File: src/rtl/pla_pkg.sv
package pla_pkg;

    // Plane selector carried on the configuration port.
    typedef enum logic {
        PLANE_AND = 1'b0,
        PLANE_OR  = 1'b1
    } plane_e;

    // Control bundle for one configuration cycle.
    typedef struct packed {
        logic   active;
        logic   write;
        plane_e plane;
    } cfg_ctl_t;

    function automatic int unsigned imax(input int unsigned a, input int unsigned b);
        return (a > b) ? a : b;
    endfunction

    function automatic int unsigned index_bits(input int unsigned n);
        return (n <= 1) ? 1 : $clog2(n);
    endfunction

endpackage

File: src/rtl/pla_and_plane.sv
module pla_and_plane #(
    parameter int N_IN = 10,
    parameter int N_PT = 50,
    parameter int AW   = 6,
    parameter int DW   = 50
) (
    input  logic            clk,
    input  logic            rst,
    input  logic            wr_en,
    input  logic [AW-1:0]   wr_idx,
    input  logic [DW-1:0]   wr_data,
    input  logic [N_IN-1:0] din,
    output logic [N_PT-1:0] terms
);
    localparam int LW = 2 * N_IN;

    // Interleaved literals: even bit true form, odd bit complement.
    logic [LW-1:0] lit;
    logic          unused_data;

    assign unused_data = ^wr_data;

    for (genvar i = 0; i < N_IN; i++) begin : g_lit
        assign lit[2*i]   = din[i];
        assign lit[2*i+1] = ~din[i];
    end

    for (genvar j = 0; j < N_PT; j++) begin : g_term
        logic [LW-1:0] mask_q;

        always_ff @(posedge clk) begin
            if (rst) begin
                mask_q <= '0;
            end else if (wr_en && wr_idx == AW'(j)) begin
                mask_q <= wr_data[LW-1:0];
            end
        end

        // A term with no connected literal is treated as unused.
        assign terms[j] = (|mask_q) && (&(lit | ~mask_q));
    end

endmodule

File: src/rtl/pla_or_plane.sv
module pla_or_plane #(
    parameter int N_PT     = 50,
    parameter int N_OUT    = 8,
    parameter int AW       = 6,
    parameter int DW       = 50,
    parameter bit FIXED_OR = 1'b0
) (
    input  logic             clk,
    input  logic             rst,
    input  logic             wr_en,
    input  logic [AW-1:0]    wr_idx,
    input  logic [DW-1:0]    wr_data,
    input  logic [N_PT-1:0]  terms,
    output logic [N_OUT-1:0] sums
);
    localparam int GROUP = N_PT / N_OUT;

    if (FIXED_OR) begin : g_fixed
        logic unused_cfg;
        assign unused_cfg = ^{clk, rst, wr_en, wr_idx, wr_data};

        for (genvar k = 0; k < N_OUT; k++) begin : g_out
            assign sums[k] = |terms[k*GROUP +: GROUP];
        end
    end else begin : g_prog
        logic unused_data;
        assign unused_data = ^wr_data;

        for (genvar k = 0; k < N_OUT; k++) begin : g_out
            logic [N_PT-1:0] sel_q;

            always_ff @(posedge clk) begin
                if (rst) begin
                    sel_q <= '0;
                end else if (wr_en && wr_idx == AW'(k)) begin
                    sel_q <= wr_data[N_PT-1:0];
                end
            end

            assign sums[k] = |(terms & sel_q);
        end
    end

endmodule

File: src/rtl/cfg_pla.sv
module cfg_pla
    import pla_pkg::*;
#(
    parameter int N_IN     = 10,
    parameter int N_PT     = 50,
    parameter int N_OUT    = 8,
    parameter bit FIXED_OR = 1'b0,
    localparam int AW      = index_bits(imax(N_PT, N_OUT)),
    localparam int DW      = imax(2 * N_IN, N_PT)
) (
    input  logic             clk,
    input  logic             rst,
    input  logic             cfg_en,
    input  logic             cfg_we,
    input  logic             cfg_plane,
    input  logic [AW-1:0]    cfg_addr,
    input  logic [DW-1:0]    cfg_data,
    input  logic [N_IN-1:0]  din,
    output logic [N_OUT-1:0] dout
);
    cfg_ctl_t        ctl;
    logic            and_wr;
    logic            or_wr;
    logic [N_PT-1:0] terms;
    logic [N_OUT-1:0] sums;

    assign ctl = '{active: cfg_en, write: cfg_we, plane: plane_e'(cfg_plane)};

    assign and_wr = ctl.active && ctl.write && (ctl.plane == PLANE_AND)
                    && ({1'b0, cfg_addr} < (AW+1)'(N_PT));
    assign or_wr  = ctl.active && ctl.write && (ctl.plane == PLANE_OR)
                    && ({1'b0, cfg_addr} < (AW+1)'(N_OUT));

    pla_and_plane #(
        .N_IN (N_IN),
        .N_PT (N_PT),
        .AW   (AW),
        .DW   (DW)
    ) u_and (
        .clk     (clk),
        .rst     (rst),
        .wr_en   (and_wr),
        .wr_idx  (cfg_addr),
        .wr_data (cfg_data),
        .din     (din),
        .terms   (terms)
    );

    pla_or_plane #(
        .N_PT     (N_PT),
        .N_OUT    (N_OUT),
        .AW       (AW),
        .DW       (DW),
        .FIXED_OR (FIXED_OR)
    ) u_or (
        .clk     (clk),
        .rst     (rst),
        .wr_en   (or_wr),
        .wr_idx  (cfg_addr),
        .wr_data (cfg_data),
        .terms   (terms),
        .sums    (sums)
    );

    // Blank the array while the program may be half written.
    assign dout = ctl.active ? '0 : sums;

endmodule

File: config.mk
export PLATFORM = sky130hd
export DESIGN_NAME = cfg_pla
export DESIGN_NICKNAME = d
export VERILOG_FILES = /design/src/rtl/pla_pkg.sv /design/src/rtl/pla_and_plane.sv /design/src/rtl/pla_or_plane.sv /design/src/rtl/cfg_pla.sv
export SDC_FILE = /design/constraint.sdc
export NUM_CORES = 2
export LEC_CHECK = 0
export ABC_AREA = 1
export ABC_CLOCK_PERIOD_IN_PS = 1930
export BUFFER_PORTS_ARGS = -buffer_cell sky130_fd_sc_hd__buf_2
export CORE_MARGIN = 1.5
export CORE_UTILIZATION = 40
export CTS_BUF_LIST = sky130_fd_sc_hd__clkbuf_16
export CTS_CLUSTER_SIZE = 40
export DETAILED_ROUTE_END_ITERATION = 8
export SLEW_MARGIN = 30
export SYNTH_ARGS = -nofsm -noshare
export SYNTH_HDL_FRONTEND = slang
export SYNTH_SLANG_ARGS = --single-unit
File: constraint.sdc
create_clock -name clk -period 1.93 [get_ports clk]
set_input_delay 0.193 -clock clk [delete_from_list [all_inputs] [get_ports clk]]
set_output_delay 0.193 -clock clk [all_outputs]
set_load 0.01 [all_outputs]
==> results.toml <==
[run_status]
status = "finished, violations left"
violations = "negative setup slack"

[layout]
fin_util = 0.518
diodes = 0
fin_nets = 9526
drive_gt1_frac = 0.184
fin_area_sq_um = 80900
syn_to_final_growth_pct = 28.5
final_cell_mix = "2140 x nor2_1, 1370 x nand2_1, 1358 x dfxtp_1, 1327 x a211oi_1, 823 x buf_4"
final_common_cell = "nor2_1"

[sta]
fin_crit_ps = 3130
max_slew_margin = 0.306
setup_viol = 8
tightest_slew_ps = 1040
max_freq_mhz = 319
fin_crit_sh = 1.62
fin_skew_ps = 0
final_max_slew_viol_count = 0
hold_slack_ps = 111
finalHoldViolCount = 0
finalSetupTns_ps = -8990
setup_ws_ps = -1200
rsz0062_at_grt = "true"

[floorplanning]
fp.coreArea_sq_um = 156000
initial_core_util = 0.403
die_height_microns = 400
die-area_sq_um = 160000
pin_count = 79
die_x_microns = 400
rows = 145

[logic_synthesis]
syn_area_sq_um = 63000
synthCells = 8753
syn_area_per_cell_sq_um = 7.20
syn_nets = 8824
ys_ff_latch = 1400
yosysWarnings = 0
synthDistinctLibCells = 32
yosysSeqAreaShare = 0.445

[clock_network]
clock-sinks = 1400
cts.clk_slew.worst_paths_ps = 60
cts-buffers-inserted = 153
clockRootBuffer = "clkbuf_16"
cts_tree = "yes"
cts_max_path_buffers = 3
cts_max_level = 4
clock_latency_ps = 800

[pwr]
power_leakage_nw = 33.2
p_per_area_nw_per_um2 = 780
peakVddDrop_uv = 699
power_mw = 63.1

[global_route]
grt_use_met2 = 0.497
grt_usage = 0.320
grt_max_degree = 72
gr-usage-met3 = 0.0413
grt_pass1_wl_microns = 385000
grt_pass1_vias = 59700
antenna_found_initial = 7
grt.busiest_layer = "met2"
overflow = 0
grtUsageMet1 = 0.443

[drt]
vias_per_cell = 5.52
drc = 0
avgRoutedWirePerCell_microns = 22.4
drt-total-wl_microns = 261000
dr.pass1.iters = 6
drtIter0Drc = 6461
num_vias = 64300
ant_nets = 0

[worst_hold_path]
min_path_type = "in -> reg"

[setup_path]
cpPeakStageDelay_ps = 350
critical_path_arrival_ps = 2940
timing_worst_setup_path_type = "reg -> out"
cp.required_ps = 1740
path_buf_inv = 4
crit_top_cell = "nor2_4"
crit_family = "simple AND/OR/NAND/NOR gates"
cp_cell_sequence = "inv_1, nand2_1, o21ai_0, nand3_1, nor2_4, buf_6, buf_4, nand4_1, nand2_1, nor2_2, nand2_2, nor2_4, nand2_2, nor2_4, nor2_1, buf_2"
end_kind = "output port"
cp_max_fo = 6
cp_slowest_cell = "dfxtp_1"
crit_path_start_kind = "flip-flop"

[place]
dp_hpwl_microns = 176000
placed_area_sq_um = 74300
port_buffers = 78
place.gp.congestion = 0.942

[job]
maxCapViolations = 0
layout make-up:
cell class              instances  area [sq um]
clock buffers                 162          4050
multi-input cells            6075         31000
fillers                     14900         75300
clock inverters               120           818
inverters                     624          2350
flip-flops and latches       1400         28100
repair buffers               1201         12000
well taps                    2058          2570
stage by stage:
stage                     std cells  setup slack, ps
after CTS                     11600            -1220
after global routing          11600            -1290
after detailed placement      11300            -1240
final                         11600            -1200
after floorplan                8753             43.2
after global placement        11300            -1260
synthesized netlist by cell type (all sizes together):
library cell	n	share of area
buf	172	0.014
and3	2	0.00020
dfxtp	1400	0.44
o21ai	193	0.015
o21a	73	0.0087
nor4	2	0.00030
nor2	2352	0.14
or2	15	0.0015
clkbuf	482	0.029
o211ai	1	0.00012
a211oi	1327	0.16
nand3	157	0.013
and2	3	0.00030
nand3b	1	0.00012
nor3b	1	0.00012
nand4	487	0.048
clkinv	2	0.00014
inv	622	0.037
nor3	26	0.0026
nand2	1435	0.086
path summary, 6_finish.rpt:
kind                                                   end  slack (ps)                                      from  depth (start not counted)
setup reg to reg   u_and.g_term[7].mask_q[11]$_SDFFE_PP0P_         590   u_and.g_term[7].mask_q[11]$_SDFFE_PP0P_                          4
hold / removal      u_and.g_term[7].mask_q[8]$_SDFFE_PP0P_         110                               cfg_data[8]                          4
setup / recovery                                   dout[6]       -1200  u_and.g_term[10].mask_q[19]$_SDFFE_PP0P_                         16
hold reg to reg   u_and.g_term[34].mask_q[12]$_SDFFE_PP0P_         470  u_and.g_term[34].mask_q[12]$_SDFFE_PP0P_                          2
worst register-to-register path, stage by stage (launching register included):
cell	delay, ps
dfxtp_1	310
inv_1	70
buf_4	130
a211oi_1	200
dlygate4sd3_1	570
registers in the layout, summed over array words and instances (netlist names):
signal	cells
u_and.g_term.mask_q	1000
u_or.g_prog.g_out.sel_q	400
per-layer routing:
metal | wire length [microns] | up-vias
met5 | 0 | -
met4 | 12200 | 0
met3 | 20200 | 533
met2 | 114000 | 2601
met1 | 114000 | 30000
li1 | - | 31100
repair_timing:
action | in CTS | in global routing
buffers inserted | 8 | 5
setup endpoints to repair | 8 | 8
endpoints found under the hold margin | 537 | 0
gates resized for setup | 199 | 221
hold buffers | 50 | 0
pin swaps | 77 | 155
kinds of logic after synthesis:
family / count (synthesis) / synth area share
compound gates: 1594 / 0.182
buf+inv: 1278 / 0.0803
flops: 1400 / 0.445
simple gates: 4481 / 0.293
report_power, final:
part | leakage [nW] | internal (mW) | switching, mW
registers | 11.3 | 28.9 | 0.0329
clock network | 2.54 | 16.5 | 12.6
logic | 19.4 | 1.51 | 3.61
(Power assumes the default switching activity.)
